$ cat config.mk
export PLATFORM = sky130hd
export DESIGN_NAME = alarm_countdown
export DESIGN_NICKNAME = d
export VERILOG_FILES = /design/src/rtl/ctd_pkg.sv /design/src/rtl/ctd_regs.sv /design/src/rtl/ctd_counter.sv /design/src/rtl/ctd_flag.sv /design/src/rtl/alarm_countdown.sv
export SDC_FILE = /design/constraint.sdc
export NUM_CORES = 1
export LEC_CHECK = 0
export ABC_CLOCK_PERIOD_IN_PS = 2300
export BUFFER_PORTS_ARGS = -buffer_cell sky130_fd_sc_hd__buf_2
export CORE_MARGIN = 4
export CORE_UTILIZATION = 47
export CTS_BUF_LIST = sky130_fd_sc_hd__clkbuf_4 sky130_fd_sc_hd__clkbuf_8 sky130_fd_sc_hd__clkbuf_16
export CTS_CLUSTER_DIAMETER = 150
export DETAILED_ROUTE_END_ITERATION = 16
export PLACE_DENSITY = 0.75
export RECOVER_POWER = 50
export REMOVE_ABC_BUFFERS = 1
export SETUP_SLACK_MARGIN = 0.05
export SLEW_MARGIN = 20
export SYNTH_ARGS = -nofsm -noshare
export SYNTH_HDL_FRONTEND = slang
export SYNTH_SLANG_ARGS = --single-unit
$ cat constraint.sdc
create_clock -name clk_i -period 2.3 [get_ports clk_i]
set_input_delay 0.46 -clock clk_i [delete_from_list [all_inputs] [get_ports clk_i]]
set_output_delay 0.46 -clock clk_i [all_outputs]
set_load 0.005 [all_outputs]
$ cat src/rtl/ctd_pkg.sv
package ctd_pkg;

    // Register offsets decoded by the block (byte addresses)
    localparam logic [7:0] OFF_COUNT  = 8'h20;
    localparam logic [7:0] OFF_ARM    = 8'h28;
    localparam logic [7:0] OFF_IRQEN  = 8'h2C;
    localparam logic [7:0] OFF_STATUS = 8'h30;
    localparam logic [7:0] OFF_WAKEEN = 8'h50;

    typedef struct packed {
        logic arm;
        logic irq_en;
        logic wake_en;
    } ctl_t;

endpackage

$ cat src/rtl/ctd_regs.sv
module ctd_regs
    import ctd_pkg::*;
(
    input  logic clk_i,
    input  logic rst_ni,
    input  logic wr_arm_i,
    input  logic wr_irqen_i,
    input  logic wr_wakeen_i,
    input  logic wbit_i,
    output ctl_t ctl_o
);

    ctl_t ctl_d, ctl_q;

    always_comb begin
        ctl_d = ctl_q;
        if (wr_arm_i)    ctl_d.arm     = wbit_i;
        if (wr_irqen_i)  ctl_d.irq_en  = wbit_i;
        if (wr_wakeen_i) ctl_d.wake_en = wbit_i;
    end

    always_ff @(posedge clk_i or negedge rst_ni) begin
        if (!rst_ni) ctl_q <= '0;
        else         ctl_q <= ctl_d;
    end

    assign ctl_o = ctl_q;

endmodule

$ cat src/rtl/ctd_counter.sv
module ctd_counter #(
    parameter int unsigned CNT_W = 32
) (
    input  logic             clk_i,
    input  logic             rst_ni,
    input  logic             load_i,
    input  logic [CNT_W-1:0] load_val_i,
    input  logic             tick_i,
    input  logic             arm_i,
    output logic [CNT_W-1:0] cnt_o,
    output logic             expire_o
);

    localparam logic [CNT_W-1:0] ONE = CNT_W'(1);

    typedef struct packed {
        logic [CNT_W-1:0] cnt;
    } cnt_state_t;

    cnt_state_t st_d, st_q;
    logic       step;

    always_comb begin
        st_d     = st_q;
        step     = arm_i && tick_i && !load_i && (st_q.cnt != '0);
        expire_o = step && (st_q.cnt == ONE);
        if (load_i)    st_d.cnt = load_val_i;
        else if (step) st_d.cnt = st_q.cnt - ONE;
    end

    always_ff @(posedge clk_i or negedge rst_ni) begin
        if (!rst_ni) st_q <= '0;
        else         st_q <= st_d;
    end

    assign cnt_o = st_q.cnt;

endmodule

$ cat src/rtl/ctd_flag.sv
module ctd_flag (
    input  logic clk_i,
    input  logic rst_ni,
    input  logic set_i,
    input  logic clr_i,
    output logic pend_o
);

    typedef struct packed {
        logic pend;
    } flag_state_t;

    flag_state_t st_d, st_q;

    always_comb begin
        st_d = st_q;
        if (set_i)      st_d.pend = 1'b1;   // setting has priority over clearing
        else if (clr_i) st_d.pend = 1'b0;
    end

    always_ff @(posedge clk_i or negedge rst_ni) begin
        if (!rst_ni) st_q <= '0;
        else         st_q <= st_d;
    end

    assign pend_o = st_q.pend;

endmodule

$ cat src/rtl/alarm_countdown.sv
module alarm_countdown
    import ctd_pkg::*;
#(
    parameter int unsigned ADDR_W = 8,
    parameter int unsigned DATA_W = 32,
    parameter int unsigned CNT_W  = 32
) (
    input  logic              clk_i,
    input  logic              rst_ni,
    input  logic              bus_wr_i,
    input  logic [ADDR_W-1:0] bus_addr_i,
    input  logic [DATA_W-1:0] bus_wdata_i,
    output logic [DATA_W-1:0] bus_rdata_o,
    input  logic              tick_i,
    output logic              irq_o,
    output logic              wake_o
);

    localparam logic [ADDR_W-1:0] A_COUNT  = ADDR_W'(OFF_COUNT);
    localparam logic [ADDR_W-1:0] A_ARM    = ADDR_W'(OFF_ARM);
    localparam logic [ADDR_W-1:0] A_IRQEN  = ADDR_W'(OFF_IRQEN);
    localparam logic [ADDR_W-1:0] A_STATUS = ADDR_W'(OFF_STATUS);
    localparam logic [ADDR_W-1:0] A_WAKEEN = ADDR_W'(OFF_WAKEEN);

    logic             wr_count, wr_arm, wr_irqen, wr_status, wr_wakeen;
    ctl_t             ctl;
    logic             arm;
    logic [CNT_W-1:0] cnt;
    logic             expire;
    logic             pending;
    logic [DATA_W-1:0] cnt_ext;

    always_comb begin
        wr_count  = bus_wr_i && (bus_addr_i == A_COUNT);
        wr_arm    = bus_wr_i && (bus_addr_i == A_ARM);
        wr_irqen  = bus_wr_i && (bus_addr_i == A_IRQEN);
        wr_status = bus_wr_i && (bus_addr_i == A_STATUS);
        wr_wakeen = bus_wr_i && (bus_addr_i == A_WAKEEN);
    end

    ctd_regs u_regs (
        .clk_i       (clk_i),
        .rst_ni      (rst_ni),
        .wr_arm_i    (wr_arm),
        .wr_irqen_i  (wr_irqen),
        .wr_wakeen_i (wr_wakeen),
        .wbit_i      (bus_wdata_i[0]),
        .ctl_o       (ctl)
    );

    assign arm = ctl.arm;

    ctd_counter #(.CNT_W(CNT_W)) u_cnt (
        .clk_i      (clk_i),
        .rst_ni     (rst_ni),
        .load_i     (wr_count),
        .load_val_i (bus_wdata_i[CNT_W-1:0]),
        .tick_i     (tick_i),
        .arm_i      (arm),
        .cnt_o      (cnt),
        .expire_o   (expire)
    );

    ctd_flag u_flag (
        .clk_i  (clk_i),
        .rst_ni (rst_ni),
        .set_i  (expire),
        .clr_i  (wr_status && bus_wdata_i[0]),
        .pend_o (pending)
    );

    always_comb begin
        cnt_ext             = '0;
        cnt_ext[CNT_W-1:0]  = cnt;
        bus_rdata_o         = '0;
        case (bus_addr_i)
            A_COUNT:  bus_rdata_o    = cnt_ext;
            A_ARM:    bus_rdata_o[0] = ctl.arm;
            A_IRQEN:  bus_rdata_o[0] = ctl.irq_en;
            A_STATUS: bus_rdata_o[0] = pending;
            A_WAKEEN: bus_rdata_o[0] = ctl.wake_en;
            default:  bus_rdata_o    = '0;
        endcase
    end

    assign irq_o  = pending && ctl.irq_en;
    assign wake_o = pending && ctl.wake_en;

endmodule

# After elaboration in Yosys (flattened, before gate mapping)
# Index checks and enable logic that the tools add are counted.
[totals] regBits=36 inputBits=44 output_inout_bits=34
[classes] n_addsub=1 eq_ne=6 muxes=6 n_reduce_logical=16
[ops] op="$mux W32" n=2
[ops] op="$eq A32 B1 Y1 const B" n=1
[ops] op="$eq A8 B6 Y1 const B" n=4
[ops] op="$reduce_bool A32 Y1" n=1
[ops] op="$sub A32 B1 Y32 const B" n=1
[ops] op="$mux W31" n=1
[ops] op="$logic_and A1 B1 Y1" n=12
[ops] op="$eq A8 B7 Y1 const B" n=1
[ops] op="$pmux W1 S5" n=1
[ops] op="$reduce_bool A2 Y1" n=2
[ops] op="$mux W1" n=2
[ops] op="$logic_not A1 Y1" n=1

# Longest topological paths before layout
# Gate-level depths: netlist (run 1).
[depth] depth_word=7 depth_mapped=8

# Cells and area by module
# A second synthesis (run 1) with hierarchy kept.
[unflattened] cells_unflattened=311 hier_area_um2=2615.0
[by_module_without_submodules] module="ctd_counter" instances=1 cells_per_inst=246 area_per_inst_um2=2072.0 seq_area_each_um2=800.8
[by_module_without_submodules] module="alarm_countdown" instances=1 cells_per_inst=56 area_per_inst_um2=394.1 seq_area_each_um2=0.0
[by_module_without_submodules] module="ctd_regs" instances=1 cells_per_inst=6 area_per_inst_um2=112.6 seq_area_each_um2=75.1
[by_module_without_submodules] module="ctd_flag" instances=1 cells_per_inst=3 area_per_inst_um2=36.3 seq_area_each_um2=25.0

# Worst setup path after synthesis (run 1)
# Ideal clock, no wire load.
[synth_path] path_type="register to register" start="register u_cnt.st_q (netlist bit u_cnt.cnt_o[27])" end="register u_cnt.st_q (netlist bit u_cnt.cnt_o[1])" setup_ns=0.064 t_arrival_ns=2.174 t_required_ns=2.236 slack_ns=0.061 path_stages_with_launch=8 path_buffers=1 path_cell_list="dfrtp_1 -> or4_4 -> nor4b_4 -> and4_4 -> buf_6 -> nor2_4 -> a211oi_1 -> a21o_1"
[synth_between] elab_chain_cells=3
[synth_rtl] item="start: declaration" line_no="ctd_counter.sv:20" rtl="cnt_state_t st_d, st_q;"
[synth_rtl] item="start signal: assignment" line_no="ctd_counter.sv:33" rtl="else st_q <= st_d;"
[synth_rtl] item="$reduce_bool A32 Y1" line_no="ctd_counter.sv:25" rtl="step = arm_i && tick_i && !load_i && (st_q.cnt != '0);"
[synth_rtl] item="$logic_and A1 B1 Y1" line_no="ctd_counter.sv:25"
[synth_rtl] item="$reduce_bool A2 Y1 (no line)"
# Every way passes these cells.
# A chain may end at the register's enable or synchronous reset.

# Worst setup path after layout (run 1)
[layout_path] start="register u_cnt.st_q (netlist bit u_cnt.cnt_o[12])" end="register u_cnt.st_q (netlist bit u_cnt.cnt_o[17])"
[layout_between] elab_chain_cells=3 word_cells_on_any_way=6 classes_between="add/sub (1); mux (2); reduce/logical (3)"
[layout_rtl] item="$sub A32 B1 Y32 or $reduce_bool A32 Y1 (tied branches)" line_no="ctd_counter.sv:28, ctd_counter.sv:25"
[layout_rtl] item="$mux W32 or $logic_and A1 B1 Y1 (tied branches)" line_no="ctd_counter.sv:28, ctd_counter.sv:25"
[layout_rtl] item="$mux W32 or $reduce_bool A2 Y1 (tied branches)"
# Several ways; a longest one is shown, not always the timed one. The select of a mux whose other input is x is not followed.

==> run metrics, run 1 <==
Req. time, crit path between 2000 and 2500 ps; path depth of the worst reg2reg path 10; classification of the worst setup path register to register; overall die width 80.9 um; endpoint class of the critical path register; post-synthesis average cell area between 8 and 9 sq um; number of inserted diodes 0; number of CTS-inserted buffers 5; most repeated library cell on the critical path buf_4; highest fanout seen on the critical path 6; hold_ws 298 ps; Clock power frac 0.137; number of hold-slack violations in the final timing report 0; Mapped Area approximately 2500 sq um; DRT Wirelength approximately 8000 um; number of antenna violations at the first check in global routing 0; vias after detailed routing roughly 2700; type of element launching the critical path register; series of cell instances along the critical path or4_4, buf_4, nor4_4, buf_4, and4_4, buf_8, buf_12, nor4b_4, xnor2_1, o21ai_1; number of I/O pins 78; post-detailed-route count of antenna-violating nets 0; total of endpoints with negative setup slack in the final report 1; area of the die 6550 sq um; power density normalized to cell area 947 nW/um^2; All-Layer GR Usage 0.235; Unique masters post-synth between 40 and 50; Warnings, synthesis 0; largest net degree at the start of global routing 37; slew of the pin with the lowest slew margin about 950 ps; post-DR vias/cell between 5 and 6; violated checks negative setup slack; Synth area leaders dfrtp_1 36%, and3_1 8.3%, xor2_1 5.6%; number of global-route vias before repair between 2000 and 3000; leakage power of the design around 1.8 nW; met1 Usage GRT 0.294; number of maximum-capacitance violations 0; sw power about 1.4 mW; number of standard cells after synthesis around 290; floorplan row count 26; share of the yosys chip area belonging to registers 0.361; part of the total power dissipated in combinational logic 0.543; Post-Place Cells between 400 and 500; worst reg2reg path startpoint u_cnt.cnt_o[12]; setup slack of the critical path after layout -14.4 ps; total overflow reported by the global router 0; final-report max-slew violation count 0; area inside the core boundary just over 5000 sq um; delay of the slowest critical-path stage about 540 ps; Iter 0 DRT Violations approximately 190; Hold/Removal Path Class input pin to async pin; switching share of power 0.419; Final #Nets approximately 460; met2 Use GR 0.413; fraction of registers with async set or reset after synthesis 1.00; Final period util 1.01; global-route wire length before repair ~12000 um; number of register bits inferred by synthesis 36; Clk Tree Root Cell clkbuf_8; R2R setup slack -10 ps; busiest layer in global routing met2; share of cells above drive strength 1 0.397; final cell area excluding filler cells around 3500 sq um; area of placed instances ~3200 sq um; Max-Slew Margin vs Limit 0.369; non-filler cells in the finished layout 481; CTS sink count 36; iteration count of the initial detailed-routing pass 4; number of enable-type register cells in the synthesized netlist 0; post-detail-place hpwl between 5000 and 6000 um; CP Data Arrival Time 2510 ps; Max IR drop VDD ~0.57 mV; DRC violations left 0; most common cell after layout, fill and taps aside buf_2; dominant cell type by area after synthesis dfrtp_1; internal power component a little under 2 mW; worst-case clock buffer depth 2; met3 GRT Util 0.0443; insertion delay of the later-clocked pin in the worst-skew pair about 300 ps; top flip-flop cell by instance count after synthesis dfrtp_1; RSZ-0062 raised after global routing true; clock input transition at the sequential cells of the worst setup and hold paths approximately 80 ps; most frequent cells in the layout 75 x buf_2, 44 x buf_4, 36 x dfrtp_1; peak clock frequency supported by timing between 400 and 500 MHz; count of buffers from port buffering 77; area added between synthesis and finish 40.8%; clock tree from TritonCTS built; run status finished, violations left; Min Clock Period, post-route approximately 2300 ps; largest clock skew in the final design approximately 11 ps; Yosys top cell area share 0.361; final weighted congestion in routability-driven placement just over 0.9; die outline height 80.9 um; average wire per standard cell between 15 and 20 um; post-cts hold buffer count 0; Max stage delay cell, worst path or4_4; part of the total power dissipated in sequential elements 0.319; worst setup slack before clock tree synthesis -15.3 ps; worst flop-to-flop path endpoint u_cnt.cnt_o[17]; number of H-tree branching levels 2; initial core utilization 0.486
[metal layers]
metal,wire [um],up-vias
li1,-,1307
met1,3390,1275
met2,3950,91
met3,485,15
met4,137,0
met5,0,-
[cells by family (layout without fill, tap and decap cells)]
family | Yosys count | after routing | synth area share
and+or+nand+nor | 164 | 165 | 0.388
AOI/OAI and AO/OA | 41 | 41 | 0.0941
DFF | 36 | 36 | 0.361
xor gates and xnor gates | 28 | 28 | 0.0981
buffers and inverters | 19 | 135 | 0.0315
muxes | 4 | 4 | 0.0175
adders and majority gates | 2 | 2 | 0.0100
[sequential cells by signal, summed over array words and instances (netlist names)]
register       count
u_cnt.cnt_o       32
u_flag.pend_o      1
u_regs.ctl_o       3
[power by group through the flow]
stage,clock [mW],combinational [mW],sequential [mW]
after floorplan,0,0.814,1.05
after global placement,0,1.33,1.04
after detailed placement,0,1.36,1.05
after CTS,0.457,1.47,1.05
after global routing,0.489,1.94,1.10
final,0.458,1.81,1.06
[metrics by stage]
| stage | power, mW | util | TNS, ps |
|---|---|---|---|
| after floorplan | 1.86 | - | -19250 |
| after global placement | 2.37 | 0.619 | -13.2 |
| after detailed placement | 2.41 | 0.619 | -27.5 |
| after CTS | 2.97 | 0.647 | 0 |
| after global routing | 3.53 | 0.684 | -1200 |
| final | 3.33 | 0.684 | -14.4 |
[worst max-delay path by stage]
stage | startpoint | end | depth (start not counted)
5_1_grt | u_cnt.cnt_o[12] | u_cnt.cnt_o[17] | 10
3_5_place_dp | u_cnt.cnt_o[12] | u_cnt.cnt_o[18] | 6
2_1_floorplan | bus_addr_i[1] | u_cnt.cnt_o[2] | 6
3_3_place_gp | u_cnt.cnt_o[12] | u_cnt.cnt_o[17] | 6
4_1_cts | u_cnt.cnt_o[12] | u_cnt.cnt_o[18] | 7
6_report | u_cnt.cnt_o[12] | u_cnt.cnt_o[17] | 10
[cell type report]
class	instances	area, sq um
repair buffers	126	776
fillers	438	1620
multi-input cells	240	1660
flip-flops and latches	36	901
inverters	2	7.51
clock inverters	1	5.00
well taps	70	87.6
clock buffers	6	76.3
[cells in the mapped netlist, types with 2 or more instances]
library cell and count:
inv_1 2, and3b_1 2, and3_1 33, xnor2_1 12, nor3_1 14, or3_1 2, and2_1 4, nand2_1 17
nor4b_2 2, a21oi_1 25, mux2_2 3, or4_4 3, nand4b_1 2, ha_1 2, nor2_1 35, and4b_1 2
nor2b_1 3, nand4_1 9, xor2_1 16, a211oi_1 3, a31oi_1 2, dfrtp_1 36, nor4_1 12, clkbuf_1 16
nand3_1 14, o21ai_0 7
[what timing repair did]
item                       CTS  global route
setup endpoints to repair   15            29
gates cloned                 0             1
pin swaps                    6            21
resized for setup            6            22
setup buffers                3             9
[worst max-delay path: cells and delay by family, from the launching register on]
| kind | cells | cell delay [ps] |
|---|---|---|
| simple gates | 4 | 980 |
| buf+inv | 4 | 610 |
| flops | 1 | 380 |
| xor+xnor | 1 | 160 |
| compound gates | 1 | 80 |
No activity file was read; power rests on OpenSTA's default activity.
==> inputs of run 2 (changes only) <==
--- a/config.mk
+++ b/config.mk
@@ -5,7 +5,6 @@
 export SDC_FILE = /design/constraint.sdc
 export NUM_CORES = 1
 export LEC_CHECK = 0
-export ABC_CLOCK_PERIOD_IN_PS = 2300
 export BUFFER_PORTS_ARGS = -buffer_cell sky130_fd_sc_hd__buf_2
 export CORE_MARGIN = 4
 export CORE_UTILIZATION = 47
@@ -20,3 +19,4 @@
 export SYNTH_ARGS = -nofsm -noshare
 export SYNTH_HDL_FRONTEND = slang
 export SYNTH_SLANG_ARGS = --single-unit
+export TNS_END_PERCENT = 1
==> run metrics, run 2 (synthesis results as in run 1) <==
run status completed; met2 Use GR 0.407; number of CTS-inserted buffers 5; Iter 0 DRT Violations between 150 and 200; total of endpoints with negative setup slack in the final report 0; worst reg2reg path startpoint u_cnt.cnt_o[12]; number of H-tree branching levels 2; Max-Slew Margin vs Limit 0.364; initial core utilization 0.486; endpoint class of the critical path register; worst flop-to-flop path endpoint u_cnt.cnt_o[30]; met3 GRT Util 0.0443; number of I/O pins between 70 and 80; share of cells above drive strength 1 0.358; power density normalized to cell area around 900 nW/um^2; Max stage delay cell, worst path or4_4; Hold/Removal Path Class input pin to async pin; post-detail-place hpwl 5360 um; largest clock skew in the final design around 10 ps; most frequent cells in the layout 75 x buf_2, 36 x dfrtp_1, 35 x nor2_1; most repeated library cell on the critical path or4_4; number of global-route vias before repair about 2500; number of inserted diodes 0; path depth of the worst reg2reg path 7; post-DR vias/cell approximately 5.6; met1 Usage GRT 0.294; leakage power of the design roughly 1.7 nW; DRC violations left 0; number of flip-flops under the largest register name 32; number of antenna violations at the first check in global routing 0; final weighted congestion in routability-driven placement between 0.9 and 1; Design Power approximately 3 mW; area inside the core boundary 5140 sq um; Final #Nets between 400 and 500; post-detailed-route count of antenna-violating nets 0; area of the die 6550 sq um; global-route wire length before repair 11800 um; Max IR drop VDD 0.521 mV; series of cell instances along the critical path or4_4, or4_4, a211oi_4, buf_6, nand4_1, xor2_1, a21oi_1; total overflow reported by the global router 0; slew of the pin with the lowest slew margin roughly 950 ps; final-report max-slew violation count 0; average wire per standard cell roughly 16 um; iteration count of the initial detailed-routing pass 4; CP Data Arrival Time around 2500 ps; non-filler cells in the finished layout 469; Req. time, crit path about 2500 ps; post-cts hold buffer count 0; clock tree from TritonCTS built; die outline height around 81 um; Clk Tree Root Cell clkbuf_8; CTS sink count 36; floorplan row count 26; type of element launching the critical path register; Min Clock Period, post-route approximately 2300 ps; peak clock frequency supported by timing about 430 MHz; overall die width slightly above 80 um; Post-Place Cells around 460; most common cell after layout, fill and taps aside buf_2; area of placed instances 3180 sq um; delay of the slowest critical-path stage just under 600 ps; final cell area excluding filler cells between 3000 and 4000 sq um; DRT Wirelength 7340 um; highest fanout seen on the critical path 8; worst setup slack before clock tree synthesis -15.3 ps; number of hold-slack violations in the final timing report 0; RSZ-0062 raised after global routing true; clock input transition at the sequential cells of the worst setup and hold paths ~80 ps; largest net degree at the start of global routing 37; vias after detailed routing roughly 2600; All-Layer GR Usage 0.233; count of buffers from port buffering just under 80; R2R setup slack between 0.1 and 0.15 ps; number of maximum-capacitance violations 0; insertion delay of the later-clocked pin in the worst-skew pair ~300 ps; classification of the worst setup path register to register; busiest layer in global routing met2; area added between synthesis and finish 33.6%; setup slack of the critical path after layout ~0.10 ps; worst-case clock buffer depth 2; Final period util 1.00
## run 2: layout make-up
class / instances / area (sq um)
fill: 470 / 1800
multi-input combinational: 239 / 1580
sequential: 36 / 901
timing repair buffer: 115 / 677
tap: 70 / 87.6
clock buffer: 6 / 76.3
inverter: 2 / 7.51
clock inverter: 1 / 5.00
## run 2: power by group
part,leakage (nW),switching [mW],internal (mW),total [mW]
logic,1.18,0.781,0.710,1.49
registers,0.480,0.221,0.833,1.05
clock network,0.0445,0.236,0.218,0.454
total,1.71,1.24,1.76,3.00
## run 2: worst max-delay path by stage
stage,from,end,depth (start not counted)
after global placement,u_cnt.cnt_o[12],u_cnt.cnt_o[17],6
final,u_cnt.cnt_o[12],u_cnt.cnt_o[30],7
after detailed placement,u_cnt.cnt_o[12],u_cnt.cnt_o[18],6
after global routing,u_cnt.cnt_o[12],u_cnt.cnt_o[30],7
after floorplan,bus_addr_i[1],u_cnt.cnt_o[2],6
after CTS,u_cnt.cnt_o[12],u_cnt.cnt_o[18],7
## run 2: worst max-delay path, delay by kind of cell (launching register included)
kind | cells | cell delay [ps]
buffers and inverters | 1 | 160
AOI/OAI and AO/OA | 2 | 350
and+or+nand+nor | 3 | 1180
DFF | 1 | 380
xor gates and xnor gates | 1 | 160
## run 2: per-stage QoR
step | TNS (ps) | hold WS (ps) | util
after CTS | 0 | 282 | 0.640
after floorplan | -19250 | 164 | -
after global placement | -13.2 | 511 | 0.619
after detailed placement | -27.5 | 521 | 0.619
final | 0 | 306 | 0.649
after global routing | -987 | 365 | 0.649
## run 2: timing repair
item | in CTS | in global routing
endpoints found under the setup margin | 15 | 32
gates resized for setup | 3 | 11
pin swaps | 1 | 12
buffers inserted | 1 | 0
cloned | 0 | 0
## run 2: per-layer routing
| layer | vias to the layer above | routed length [um] |
|---|---|---|
| li1 | 1274 | - |
| met1 | 1240 | 3200 |
| met2 | 95 | 3600 |
| met3 | 10 | 484 |
| met4 | 0 | 59 |
| met5 | - | 0 |
==> inputs of run 3 (changes only) <==
--- a/config.mk
+++ b/config.mk
@@ -14,7 +14,7 @@
 export PLACE_DENSITY = 0.75
 export RECOVER_POWER = 50
 export REMOVE_ABC_BUFFERS = 1
-export SETUP_SLACK_MARGIN = 0.05
+export SETUP_SLACK_MARGIN = 0.3
 export SLEW_MARGIN = 20
 export SYNTH_ARGS = -nofsm -noshare
 export SYNTH_HDL_FRONTEND = slang
==> run metrics, run 3 (synthesis results as in run 1) <==
share of cells above drive strength 1 0.373; final-report max-slew violation count 0; part of the total power dissipated in sequential elements 0.350; peak clock frequency supported by timing roughly 440 MHz; largest net degree at the start of global routing 37; area of placed instances around 3200 sq um; Final period util 0.999; iteration count of the initial detailed-routing pass 4; clock tree from TritonCTS built; RSZ-0062 raised after global routing true; area inside the core boundary between 5000 and 6000 sq um; average wire per standard cell approximately 16 um; floorplan row count 26; Post-Place Cells around 460; highest fanout seen on the critical path 8; type of element launching the critical path register; worst reg2reg path startpoint u_cnt.cnt_o[12]; clock input transition at the sequential cells of the worst setup and hold paths around 70 ps; Clk Tree Root Cell clkbuf_8; largest clock skew in the final design 10.3 ps; Iter 0 DRT Violations 167; post-DR vias/cell 5.59; slew of the pin with the lowest slew margin ~940 ps; switching share of power 0.415; non-filler cells in the finished layout approximately 470; total of endpoints with negative setup slack in the final report 0; vias after detailed routing about 2600; post-detailed-route count of antenna-violating nets 0; final cell area excluding filler cells roughly 3400 sq um; total negative setup slack 0 ps; area of the die roughly 6500 sq um; Setup crit start u_cnt.cnt_o[12]; share of the core filled with cells 0.660; CTS sink count 36; post-detail-place hpwl 5360 um; count of buffers from port buffering between 70 and 80; number of maximum-capacitance violations 0; worst-case clock buffer depth 2; number of flip-flops under the largest register name 32; DRT Wirelength ~7500 um; Final #Nets ~450; overall die width between 80 and 90 um; number of CTS-inserted buffers 5; area added between synthesis and finish 35.8%; most common cell after layout, fill and taps aside buf_2; number of H-tree branching levels 2; final weighted congestion in routability-driven placement approximately 0.92; CP Data Arrival Time about 2500 ps; internal power component about 1.8 mW; Min Clock Period, post-route about 2300 ps; total overflow reported by the global router 0; power density normalized to cell area ~900 nW/um^2; insertion delay of the later-clocked pin in the worst-skew pair about 300 ps; All-Layer GR Usage 0.233; number of fill cells in the layout about 460; classification of the worst setup path register to register; number of inserted diodes 0; hold_ws approximately 280 ps; number of I/O pins 78; Max-Slew Margin vs Limit 0.371; number of hold-slack violations in the final timing report 0; Max IR drop VDD around 0.52 mV; sw power approximately 1.3 mW; die outline height approximately 81 um; run status completed; Req. time, crit path approximately 2500 ps; global-route wire length before repair between 10000 and 15000 um; setup slack of the critical path after layout approximately 2.4 ps; number of global-route vias before repair between 2000 and 3000; leakage power of the design 1.72 nW; post-cts hold buffer count 0; Design Power 3.02 mW; DRC violations left 0; worst setup slack before clock tree synthesis -15.3 ps; most frequent cells in the layout 74 x buf_2, 36 x dfrtp_1, 35 x nor2_1; number of antenna violations at the first check in global routing 0; endpoint class of the critical path register; Clock power frac 0.150; initial core utilization 0.486; Hold/Removal Path Class input pin to async pin; part of the total power dissipated in combinational logic 0.499
==> run 3: cell type report <==
cell class	count	area, sq um	share of cell area
repair buffers	115	699	0.206
flip-flops and latches	36	901	0.265
clock buffers	6	76.3	0.0225
clock inverters	1	5.00	0.00147
well taps	70	87.6	0.0258
inverters	2	7.51	0.00221
multi-input cells	239	1620	0.476
==> run 3: what timing repair did <==
action,4_1_cts,5_1_grt
setup buffers,1,0
gates resized for setup,3,28
setup endpoints to repair,64,65
pin swaps,1,25
==> run 3: final timing paths <==
| check | to | slack [ps] | depth (start not counted) |
|---|---|---|---|
| max in group asynchronous | u_cnt.cnt_o[27] | 1420 | 1 |
| worst max-delay path | u_cnt.cnt_o[30] | 2 | 7 |
| worst max register to register | u_cnt.cnt_o[30] | 2 | 7 |
| min in group clk_i | u_cnt.cnt_o[7] | 360 | 3 |
| worst min-delay path | u_regs.ctl_o[1] | 280 | 1 |
| worst min register to register | u_regs.ctl_o[0] | 560 | 1 |
==> run 3: power by group through the flow <==
| stage | combinational (mW) | sequential, mW | clock, mW |
|---|---|---|---|
| final | 1.51 | 1.06 | 0.454 |
| after global routing | 1.64 | 1.09 | 0.487 |
| after CTS | 1.42 | 1.05 | 0.457 |
| after detailed placement | 1.36 | 1.05 | 0 |
| after global placement | 1.33 | 1.04 | 0 |
| after floorplan | 0.814 | 1.05 | 0 |
==> run 3: metal layers <==
metal  share of wire  global-route usage
met3           0.064              0.0443
met5               0                   0
met4           0.011              0.0591
met1            0.44               0.294
met2            0.49               0.407
==> run 3: worst max-delay path, cell delays in order, from the launching register on <==
cell      delay [ps]
dfrtp_1          370
or4_4            580
or4_4            480
a211oi_4         230
buf_6            160
nand4_1          110
xor2_1           160
a21oi_1          120
